### config.mk
export PLATFORM = sky130hd
export DESIGN_NAME = priv_trap_ctrl
export DESIGN_NICKNAME = d
export VERILOG_FILES = /design/src/rtl/priv_trap_pkg.sv /design/src/rtl/priv_decode.sv /design/src/rtl/priv_pc_unit.sv /design/src/rtl/priv_regs.sv /design/src/rtl/priv_trap_ctrl.sv
export SDC_FILE = /design/constraint.sdc
export NUM_CORES = 1
export LEC_CHECK = 0
export ABC_AREA = 1
export BUFFER_PORTS_ARGS = -buffer_cell sky130_fd_sc_hd__buf_2
export CAP_MARGIN = 20
export CORE_MARGIN = 4
export CORE_UTILIZATION = 55
export CTS_BUF_LIST = sky130_fd_sc_hd__clkbuf_4 sky130_fd_sc_hd__clkbuf_8
export CTS_CLUSTER_SIZE = 12
export DETAILED_ROUTE_END_ITERATION = 16
export GPL_TIMING_DRIVEN = 0
export PLACE_DENSITY_LB_ADDON = 0.08
export SKIP_LAST_GASP = 1
export SYNTH_ARGS = -nofsm -noshare
export SYNTH_HDL_FRONTEND = slang
export SYNTH_SLANG_ARGS = --single-unit
### constraint.sdc
create_clock -name clk -period 2.1 [get_ports clk]
set_input_delay 0.42 -clock clk [delete_from_list [all_inputs] [get_ports clk]]
set_output_delay 0.42 -clock clk [all_outputs]
set_load 0.03 [all_outputs]
### src/rtl/priv_trap_pkg.sv
package priv_trap_pkg;

    typedef enum logic [2:0] {
        OP_SEQ    = 3'd0,
        OP_JUMP   = 3'd1,
        OP_TRAP   = 3'd2,
        OP_RET    = 3'd3,
        OP_WR_UPT = 3'd4,
        OP_WR_KPT = 3'd5,
        OP_WR_EPC = 3'd6,
        OP_RSVD   = 3'd7
    } op_kind_e;

    typedef enum logic {
        MODE_USER   = 1'b0,
        MODE_KERNEL = 1'b1
    } mode_e;

    typedef enum logic [2:0] {
        PC_HOLD  = 3'd0,
        PC_STEP  = 3'd1,
        PC_JUMP  = 3'd2,
        PC_ENTRY = 3'd3,
        PC_EPC   = 3'd4
    } pc_src_e;

    typedef struct packed {
        pc_src_e pc_src;
        logic    set_kernel;
        logic    set_user;
        logic    save_epc;
        logic    wr_upt;
        logic    wr_kpt;
        logic    wr_epc;
        logic    flush;
        logic    fault;
    } action_t;

    function automatic action_t decode_op(logic valid, op_kind_e kind, mode_e mode);
        action_t a;
        logic    kern;
        a      = '0;
        a.pc_src = PC_HOLD;
        kern   = (mode == MODE_KERNEL);
        if (valid) begin
            case (kind)
                OP_SEQ:  a.pc_src = PC_STEP;
                OP_JUMP: a.pc_src = PC_JUMP;
                OP_TRAP: begin
                    if (!kern) begin
                        a.pc_src     = PC_ENTRY;
                        a.set_kernel = 1'b1;
                        a.save_epc   = 1'b1;
                        a.flush      = 1'b1;
                    end else begin
                        a.fault = 1'b1;
                    end
                end
                OP_RET: begin
                    if (kern) begin
                        a.pc_src   = PC_EPC;
                        a.set_user = 1'b1;
                        a.flush    = 1'b1;
                    end else begin
                        a.fault = 1'b1;
                    end
                end
                OP_WR_UPT: begin
                    if (kern) begin
                        a.pc_src = PC_STEP;
                        a.wr_upt = 1'b1;
                        a.flush  = 1'b1;
                    end else begin
                        a.fault = 1'b1;
                    end
                end
                OP_WR_KPT: begin
                    if (kern) begin
                        a.pc_src = PC_STEP;
                        a.wr_kpt = 1'b1;
                    end else begin
                        a.fault = 1'b1;
                    end
                end
                OP_WR_EPC: begin
                    if (kern) begin
                        a.pc_src = PC_STEP;
                        a.wr_epc = 1'b1;
                    end else begin
                        a.fault = 1'b1;
                    end
                end
                default: a.fault = 1'b1;
            endcase
        end
        return a;
    endfunction

endpackage

### src/rtl/priv_decode.sv
module priv_decode
    import priv_trap_pkg::*;
(
    input  logic     op_valid,
    input  op_kind_e op_kind,
    input  mode_e    mode,
    output action_t  act
);
    always_comb begin
        act = decode_op(op_valid, op_kind, mode);
    end
endmodule

### src/rtl/priv_pc_unit.sv
module priv_pc_unit
    import priv_trap_pkg::*;
#(
    parameter int              XLEN         = 32,
    parameter int              INSN_BYTES   = 4,
    parameter logic [XLEN-1:0] KERNEL_ENTRY = XLEN'('h1000)
) (
    input  logic            clk,
    input  logic            rst,
    input  action_t         act,
    input  logic [XLEN-1:0] op_data,
    input  logic [XLEN-1:0] epc,
    output logic [XLEN-1:0] pc,
    output logic [XLEN-1:0] pc_seq
);
    localparam logic [XLEN-1:0] STEP = XLEN'(INSN_BYTES);

    logic [XLEN-1:0] pc_q, pc_d;

    assign pc_seq = pc_q + STEP;
    assign pc     = pc_q;

    always_comb begin
        case (act.pc_src)
            PC_STEP:  pc_d = pc_seq;
            PC_JUMP:  pc_d = op_data;
            PC_ENTRY: pc_d = KERNEL_ENTRY;
            PC_EPC:   pc_d = epc;
            default:  pc_d = pc_q;
        endcase
    end

    always_ff @(posedge clk) begin
        if (rst) pc_q <= KERNEL_ENTRY;
        else     pc_q <= pc_d;
    end


    seq_step_chk: assert property (@(posedge clk) disable iff (rst)
        act.pc_src == PC_STEP |=> pc_q == $past(pc_q) + STEP);
endmodule

### src/rtl/priv_regs.sv
module priv_regs
    import priv_trap_pkg::*;
#(
    parameter int XLEN = 32
) (
    input  logic            clk,
    input  logic            rst,
    input  action_t         act,
    input  logic [XLEN-1:0] op_data,
    input  logic [XLEN-1:0] pc_seq,
    output mode_e           mode,
    output logic [XLEN-1:0] upt,
    output logic [XLEN-1:0] kpt,
    output logic [XLEN-1:0] epc,
    output logic            flush,
    output logic            fault
);
    always_ff @(posedge clk) begin
        if (rst) begin
            mode  <= MODE_KERNEL;
            upt   <= '0;
            kpt   <= '0;
            epc   <= '0;
            flush <= 1'b0;
            fault <= 1'b0;
        end else begin
            if (act.set_kernel)    mode <= MODE_KERNEL;
            else if (act.set_user) mode <= MODE_USER;
            if (act.wr_upt)        upt  <= op_data;
            if (act.wr_kpt)        kpt  <= op_data;
            if (act.save_epc)      epc  <= pc_seq;
            else if (act.wr_epc)   epc  <= op_data;
            flush <= act.flush;
            fault <= act.fault;
        end
    end


    fault_freeze_chk: assert property (@(posedge clk) disable iff (rst)
        act.fault |=> fault && $stable(upt) && $stable(kpt) && $stable(mode));
endmodule

### src/rtl/priv_trap_ctrl.sv
module priv_trap_ctrl
    import priv_trap_pkg::*;
#(
    parameter int              XLEN         = 32,
    parameter int              INSN_BYTES   = 4,
    parameter logic [XLEN-1:0] KERNEL_ENTRY = XLEN'('h1000)
) (
    input  logic            clk,
    input  logic            rst,
    input  logic            op_valid,
    input  logic [2:0]      op_kind,
    input  logic [XLEN-1:0] op_data,
    output logic [XLEN-1:0] pc,
    output logic            kernel_mode,
    output logic [XLEN-1:0] user_pt_base,
    output logic [XLEN-1:0] kernel_pt_base,
    output logic [XLEN-1:0] active_pt_base,
    output logic            tlb_flush,
    output logic            illegal_fault
);
    action_t         act;
    mode_e           mode;
    logic [XLEN-1:0] epc, pc_seq;
    op_kind_e        kind;

    assign kind = op_kind_e'(op_kind);

    priv_decode u_decode (
        .op_valid (op_valid),
        .op_kind  (kind),
        .mode     (mode),
        .act      (act)
    );

    priv_pc_unit #(
        .XLEN(XLEN), .INSN_BYTES(INSN_BYTES), .KERNEL_ENTRY(KERNEL_ENTRY)
    ) u_pc (
        .clk(clk), .rst(rst), .act(act), .op_data(op_data),
        .epc(epc), .pc(pc), .pc_seq(pc_seq)
    );

    priv_regs #(.XLEN(XLEN)) u_regs (
        .clk(clk), .rst(rst), .act(act), .op_data(op_data), .pc_seq(pc_seq),
        .mode(mode), .upt(user_pt_base), .kpt(kernel_pt_base), .epc(epc),
        .flush(tlb_flush), .fault(illegal_fault)
    );

    assign kernel_mode    = (mode == MODE_KERNEL);
    assign active_pt_base = kernel_mode ? kernel_pt_base : user_pt_base;


    trap_entry_chk: assert property (@(posedge clk) disable iff (rst)
        op_valid && op_kind == 3'd2 && !kernel_mode
        |=> kernel_mode && pc == KERNEL_ENTRY && tlb_flush);


    trap_return_chk: assert property (@(posedge clk) disable iff (rst)
        op_valid && op_kind == 3'd3 && kernel_mode
        |=> !kernel_mode && pc == $past(epc) && tlb_flush);


    no_nest_chk: assert property (@(posedge clk) disable iff (rst)
        op_valid && op_kind == 3'd2 && kernel_mode
        |=> kernel_mode && illegal_fault && $stable(pc) && $stable(epc));


    user_exit_chk: assert property (@(posedge clk) disable iff (rst)
        !kernel_mode && !(op_valid && op_kind == 3'd2) |=> !kernel_mode);


    flush_cause_chk: assert property (@(posedge clk) disable iff (rst)
        op_valid && !(op_kind == 3'd2 || op_kind == 3'd3 || op_kind == 3'd4)
        |=> !tlb_flush);


    idle_hold_chk: assert property (@(posedge clk) disable iff (rst)
        !op_valid |=> $stable(pc) && $stable(kernel_mode) && !tlb_flush && !illegal_fault);
endmodule

# Yosys cells after proc, flatten, opt, wreduce, memory -nomap -nowiden
# Cells that the tools add are included.
# word_totals
register_bits	131
input_bits	38
out_inout_bits	131
word_cells	47
# op_classes
add_sub_neg	1
n_eq_ne	10
muxes	19
n_bitwise	1
reduce_logical	9
# op_table
cell	n
32-bit case mux with 4 select lines	1
32-bit two-way mux	3
32-bit by 3-bit adder with 32-bit output, second input constant	1
3-bit case mux with 5 select lines	1
3-bit by 2-bit equality test with 1-bit output, second input constant	4
3-bit equality test, second input constant	4
11-bit two-way mux	1
1-bit two-way mux	9
2-bit OR reduction	4
3-bit by 1-bit equality test with 1-bit output, second input constant	2
3-bit two-way mux	2
4-bit nonzero test	1
4-bit OR reduction	1
3-bit logical NOT	1
1-bit case mux with 3 select lines	1
3-bit OR reduction	1
1-bit case mux with 2 select lines	1
2-bit nonzero test	1
1-bit inverter	1

# Logic depth before layout (Yosys ltp)
# Gate-level depths: netlist of run 1.
# depth
word_depth	6
depth_mapped	12
ltp_nobuf	11

# Modules after synthesis
# A second synthesis of run 1 with hierarchy kept.
# hier_totals
hier_cells	1103
hier_area_um2	7199.4
# modules_own_cells
mod	instances	cells_each	area_each_um2	seq_area_each_um2
priv_regs	1	531	3865.0	1981.9
priv_pc_unit	1	431	2685.1	640.6
priv_trap_ctrl	1	104	491.7	0.0
priv_decode	1	37	157.7	0.0

# Least setup slack after synthesis of run 1
# No wires, ideal clock.
# synth_timing
kind	register to output
startpoint	reg u_regs.mode
endpoint	out active_pt_base[23]
arrival_time_ps	1661
required_ps	1680
path_slack_ps	19
stages_incl_launch_ff	5
n_path_buf	3
path_cell_list	dfxtp_1 -> buf_4 -> clkbuf_1 -> clkbuf_1 -> o21ai_0
# synth_between
elab_chain_len	1
# synth_lines
item	line_no	text
start: declaration	priv_regs.sv:11	output mode_e mode,
start signal: assignment	priv_regs.sv:20	mode <= MODE_KERNEL;
start signal: assignment	priv_regs.sv:27	if (act.set_kernel) mode <= MODE_KERNEL;
start signal: assignment	priv_regs.sv:28	else if (act.set_user) mode <= MODE_USER;
32-bit two-way mux	priv_trap_ctrl.sv:49	assign active_pt_base = kernel_mode ? kernel_pt_base : user_pt_base;
end: declaration	priv_trap_ctrl.sv:17	output logic [XLEN-1:0] active_pt_base,
# Every way passes these cells.

# Worst setup path after layout of run 1
# layout_timing
startpoint	reg u_regs.mode
endpoint	out active_pt_base[0]
# Same word-level chain as after synthesis.

==> impl_metrics.yaml, run 1 <==
status:
  status: "complete, no violations"
hold_path:
  hp-class: "in -> reg"
global_routing:
  grt-ovfl-total: 0
  grt_first_pass_wirelength_mm: 36.0
  grt_pass1_vias: 6821
  grt_usage: 0.317
  antenna_found_initial: 0
  grt_start_max_net_pins: 17
place:
  place_congestion: 0.885
  place_hpwl_mm: 17.4
  port_buffers: 167
  dp.cells: 1385
timing:
  min_period_ns: 2.01
  relSlewSlack: 0.615
  setup_viol: 0
  worst_pin_slew_ns: 0.577
  grt_setup_unrepaired: "yes"
  finalCritPeriodShare: 0.956
  hold_viol: 0
  holdWs_ns: 0.255
  fmax_mhz: 498
  timing.final.max_slew_violations: 0
  fin_skew_ns: 0.0150
route:
  detail_route.vias_per_cell: 5.37
  ant_nets: 0
  first_pass_iters: 5
  vias: 7615
  drt_wl_total_mm: 22.7
  drt_iter0_drc: 855
  drc: 0
  wl_per_cell_um: 16.0
pwr:
  sw_frac_of_total: 0.309
  power-per-cell-area_nw_per_um2: 745
  seqPwrFrac: 0.438
  p_int_mw: 4.30
  leakage_nw: 3.86
  p_switching_mw: 1.92
  p_comb_frac: 0.174
  ir_drop_v: 0.000425
  clkPwrFrac: 0.388
yosys:
  synth_cell_types: 34
  synth_top_area_frac: 0.387
  yosysSeqAreaShare: 0.387
  ys_ff_latch: 131
  synth_area_um2: 6770
  synth_most_common_cell: "nand2_1"
  synth_edf_count: 0
  syn_inst: 1071
  synthArstFlopShare: 0
  synthFlopType: "dfxtp_1"
  yosysTopAreaCell: "dfxtp_1"
  ys_top_cells_by_area: "dfxtp_1 (39%), nand2_1 (18%), o21ai_0 (11%), nor2_1 (8.3%), a21oi_1 (5.9%)"
  avgSynthCellArea_um2: 6.32
  synth_nets: 1110
  yosys-top-cells-count: "nand2_1 (319), nor2_1 (149), o21ai_0 (143)"
  ys.warnings.count: 0
run:
  drv_cap: 0
clock_network:
  clock_tree.root_cell: "clkbuf_8"
  htreeDepth: 4
  clk_pin_slew_ns: 0.07
  cts_hold_buf: 0
  clock_path_buffers: 2
  tritoncts: "done"
  cts_sinks: 131
  worstSkewPairLatency_ns: 0.46
  numCtsBuffers: 17
worst_setup_path:
  path_max_fanout: 10
  critPathSlowestCell: "dfxtp_2"
  worstPathRequired_ns: 1.68
  path_delay_family: "buffers and inverters"
  crit_type: "reg -> out"
  crit_top_cell: "buf_8"
  crit_chain: "buf_6, buf_8, buf_8, nand2_1, o21ai_0, buf_4"
  cp_num_buf_inv: 4
  cp-end-kind: "output pin"
  cpPeakStageDelay_ns: 0.33
  worstSetupStartpointType: "flip-flop"
  cp_data_arrival_time_ns: 1.59
floorplan:
  die_w_um: 119
  num_rows: 40
  initial_core_util: 0.564
  dieHeight_um: 119
  dieArea_um2: 14200
  io_pins: 169
  core-area_um2: 12000
layout:
  nNetsFinal: 1296
  nFillCells: 1106
  area_delta_synth_final_pct: 23.4
  drive_above_1_share: 0.201
  instances_no_fill: 1417
  diodes: 0
[state kept, by name, summed over array words and instances (netlist names)]
register / count
u_regs.mode: 1
u_regs.epc: 32
u_regs.upt: 32
u_regs.kpt: 32
u_pc.pc: 32
u_regs.flush: 1
u_regs.fault: 1
[worst register-to-register path, delay by kind of cell, from the launching register on]
| kind | cells | cell delay (ns) |
|---|---|---|
| buf+inv | 1 | 0.08 |
| flops | 1 | 0.42 |
| fa+ha+maj | 1 | 0.28 |
| compound gates | 1 | 0.19 |
| simple gates | 7 | 0.90 |
[routing by layer]
layer  wire [um]  up-vias  track usage
met5           0        -            0
li1            -     3793            -
met4         519        0       0.0854
met2       10200      376        0.516
met3        2030       37       0.0603
met1        9960     3409        0.434
[path summary, 6_finish.rpt]
check	slack, ns	cells after the start	startpoint	to
max	0.09	6	u_regs.mode$_SDFFE_PP1P_	active_pt_base[0]
min	0.25	3	op_data[5]	u_regs.kpt[5]$_SDFFE_PP0P_
max reg2reg	0.12	10	u_pc.pc[2]$_SDFFE_PP0P_	u_pc.pc[18]$_SDFFE_PP0P_
min reg2reg	0.46	2	u_regs.upt[3]$_SDFFE_PP0P_	u_regs.upt[3]$_SDFFE_PP0P_
[placed cells by master (no fill, tap or decap), drive strengths merged]
| master | Yosys | layout |
|---|---|---|
| a21oi | 80 | 80 |
| a31oi | 12 | 12 |
| buf | 23 | 194 |
| bufinv | 0 | 4 |
| clkbuf | 32 | 48 |
| clkinv | 2 | 8 |
| clkinvlp | 0 | 2 |
| dfxtp | 131 | 131 |
| ha | 1 | 1 |
| inv | 100 | 100 |
| nand2 | 322 | 322 |
| nand3 | 29 | 29 |
| nand3b | 11 | 11 |
| nand4 | 5 | 5 |
| nor2 | 153 | 153 |
| nor3 | 1 | 1 |
| nor4 | 1 | 1 |
| o211ai | 2 | 2 |
| o21ai | 152 | 152 |
| o21bai | 1 | 1 |
| o22ai | 4 | 4 |
| or2 | 2 | 2 |
| xnor2 | 3 | 3 |
| xor2 | 4 | 4 |
[power by group through the flow]
stage | Sequential (mW) | Combinational (mW) | Clock [mW]
6_report | 2.73 | 1.08 | 2.42
5_1_grt | 2.75 | 1.18 | 2.53
4_1_cts | 2.72 | 1.07 | 2.42
3_5_place_dp | 2.78 | 1.05 | 0
3_3_place_gp | 2.78 | 1.04 | 0
2_1_floorplan | 2.96 | 0.506 | 0
[stage by stage]
step / power [mW] / setup WS (ns) / instance area (um2) / util / TNS [ns]
final: 6.22 / 0.0929 / 8360 / 0.696 / 0
after global routing: 6.46 / -0.0413 / 8360 / 0.696 / -0.0413
after CTS: 6.21 / -0.0402 / 8320 / 0.693 / -0.106
after detailed placement: 3.83 / -0.153 / 7790 / 0.649 / -0.869
after global placement: 3.82 / -0.172 / 7790 / 0.649 / -0.973
after floorplan: 3.46 / 0.0194 / 6770 / - / 0
[logic make-up (layout without fill, tap and decap cells)]
group	after synthesis	after routing	share of synthesized area
and+or+nand+nor	524	524	0.312
adders and majority gates	1	1	0.00185
AOI/OAI and AO/OA	251	251	0.190
xor gates and xnor gates	7	7	0.00905
buffers and inverters	157	356	0.0999
DFF	131	131	0.387
[final cells by class]
cell class / count / area [um2] / share of cell area
tap: 147 / 184 / 0.0220
buffer: 55 / 343 / 0.0410
clock buffer: 20 / 269 / 0.0322
clock inverter: 12 / 180 / 0.0216
sequential: 131 / 2630 / 0.314
inverter: 102 / 388 / 0.0464
multi-input combinational: 783 / 3490 / 0.417
timing repair buffer: 167 / 883 / 0.106
[timing repair]
| action | 4_1_cts | 5_1_grt |
|---|---|---|
| gates resized for setup | 33 | 20 |
| pin swaps | 0 | 0 |
| setup endpoints to repair | 35 | 42 |
| endpoints found under the hold margin | 0 | 0 |
| buffers inserted | 0 | 0 |
(Power assumes the default switching activity.)
==> inputs of run 2 (changes only) <==
Settings changed: SETUP_SLACK_MARGIN from default to 0.15.
==> impl_metrics.yaml, run 2 (synthesis results as in run 1) <==
status:
  status: "complete, no violations"
place:
  post-place-ws_ns: -0.164
  place_congestion: 0.890
  place_hpwl_mm: 17.6
  port_buffers: 167
floorplan:
  io_pins: 169
  core-area_um2: 12000
  num_rows: 40
  dieArea_um2: 14200
  initial_core_util: 0.564
  die_w_um: 119
  dieHeight_um: 119
pwr:
  p_comb_frac: 0.187
  power-per-cell-area_nw_per_um2: 708
  p_switching_mw: 1.98
  p_int_mw: 4.37
  clkPwrFrac: 0.382
  seqPwrFrac: 0.431
  p_total_mw: 6.35
  leakage_nw: 4.06
  sw_frac_of_total: 0.311
  ir_drop_v: 0.000412
layout:
  layout_common_cells: "nand2_1 (299), nor2_1 (147), buf_2 (146)"
  diodes: 0
  area_delta_synth_final_pct: 32.3
  utilization: 0.746
  drive_above_1_share: 0.248
  mostFrequentLayoutCell: "nand2_1"
  nNetsFinal: 1306
clock_network:
  worstSkewPairLatency_ns: 0.45
  tritoncts: "done"
  cts_sinks: 131
  htreeDepth: 4
  clock_tree.root_cell: "clkbuf_8"
  clock_path_buffers: 2
  numCtsBuffers: 17
  clk_pin_slew_ns: 0.08
route:
  drt_iter0_drc: 987
  drc: 0
  vias: 7928
  detail_route.vias_per_cell: 5.56
  wl_per_cell_um: 17.2
  drt_wl_total_mm: 24.5
  first_pass_iters: 6
  ant_nets: 0
timing:
  relSlewSlack: 0.587
  worst_pin_slew_ns: 0.620
  setup_viol: 0
  timing.final.max_slew_violations: 0
  fin_ws_ns: 0.142
  hold_viol: 0
  finalCritPeriodShare: 0.932
  grt_setup_unrepaired: "yes"
  fin_skew_ns: 0.00876
  finalSetupTns_ns: 0
  min_period_ns: 1.96
  fmax_mhz: 511
  holdWs_ns: 0.267
global_routing:
  antenna_found_initial: 0
  grt_first_pass_wirelength_mm: 36.3
  grt_pass1_vias: 6936
  grt-ovfl-total: 0
  grt_start_max_net_pins: 17
  grt_usage: 0.321
worst_setup_path:
  r2r_cells: 8
  crit_type: "reg -> out"
  path_max_fanout: 7
  worstPathRequired_ns: 1.68
  worstSetupStartpointType: "flip-flop"
  cp_data_arrival_time_ns: 1.54
  cp-end-kind: "output pin"
hold_path:
  hold_depth: 3
  hp-class: "in -> reg"
run:
  drv_cap: 0
## run 2: changes by cell type in the layout (fill, tap and decap cells not counted), moves of 5 or more
cell,delta
o21ai_4,+8
buf_2,-14
clkbuf_16,+5
o21ai_0,-29
o21ai_2,+22
nand2_4,+8
nand2_2,+11
nand2_1,-19
buf_4,-13
buf_6,+31
## run 2: cell type report
cell class / instances / area [um2]
clock inverters: 12 / 179
clock buffers: 20 / 275
inverters: 102 / 388
repair buffers: 177 / 1160
flip-flops and latches: 131 / 2630
plain buffers: 55 / 392
well taps: 147 / 184
multi-input cells: 783 / 3760
fillers: 986 / 3050
## run 2: final timing paths
kind / startpoint / endpoint / slack [ns]
setup reg to reg: u_regs.mode$_SDFFE_PP1P_ / u_regs.upt[7]$_SDFFE_PP0P_ / 0.18
hold reg to reg: u_regs.epc[4]$_SDFFE_PP0P_ / u_regs.epc[4]$_SDFFE_PP0P_ / 0.48
setup / recovery: u_regs.mode$_SDFFE_PP1P_ / active_pt_base[28] / 0.14
hold / removal: op_data[4] / u_regs.epc[4]$_SDFFE_PP0P_ / 0.27
## run 2: per-stage QoR
stage          instances  instance area [um2]
2_1_floorplan       1071                 6850
3_3_place_gp        1385                 7870
3_5_place_dp        1385                 7870
4_1_cts             1419                 8520
5_1_grt             1427                 8960
6_report            1427                 8960
## run 2: timing repair
action,CTS,global route
pin swaps,0,8
setup buffers,2,3
setup endpoints to repair,46,57
gates resized for setup,62,92
gates cloned,0,5
hold buffers,0,0
## run 2: per-layer routing
layer	up-vias	track usage	wire (um)
met4	0	0.109	763
met1	3640	0.427	9970
met5	-	0	0
met3	60	0.0741	2380
met2	423	0.515	11400
li1	3805	-	-
## run 2: worst max-delay path, cell delays in order (launching register included)
cell and delay (ns):
dfxtp_2 0.34, buf_6 0.13, clkbuf_16 0.17, clkbuf_16 0.17
nand2_2 0.06, o21ai_2 0.07, buf_6 0.16
## run 2: power groups by stage
stage                     combinational [mW]  clock, mW  sequential (mW)
after global routing                    1.28       2.51             2.76
final                                   1.19       2.43             2.74
after floorplan                        0.520          0             2.96
after CTS                               1.10       2.42             2.72
after global placement                  1.05          0             2.78
after detailed placement                1.06          0             2.78
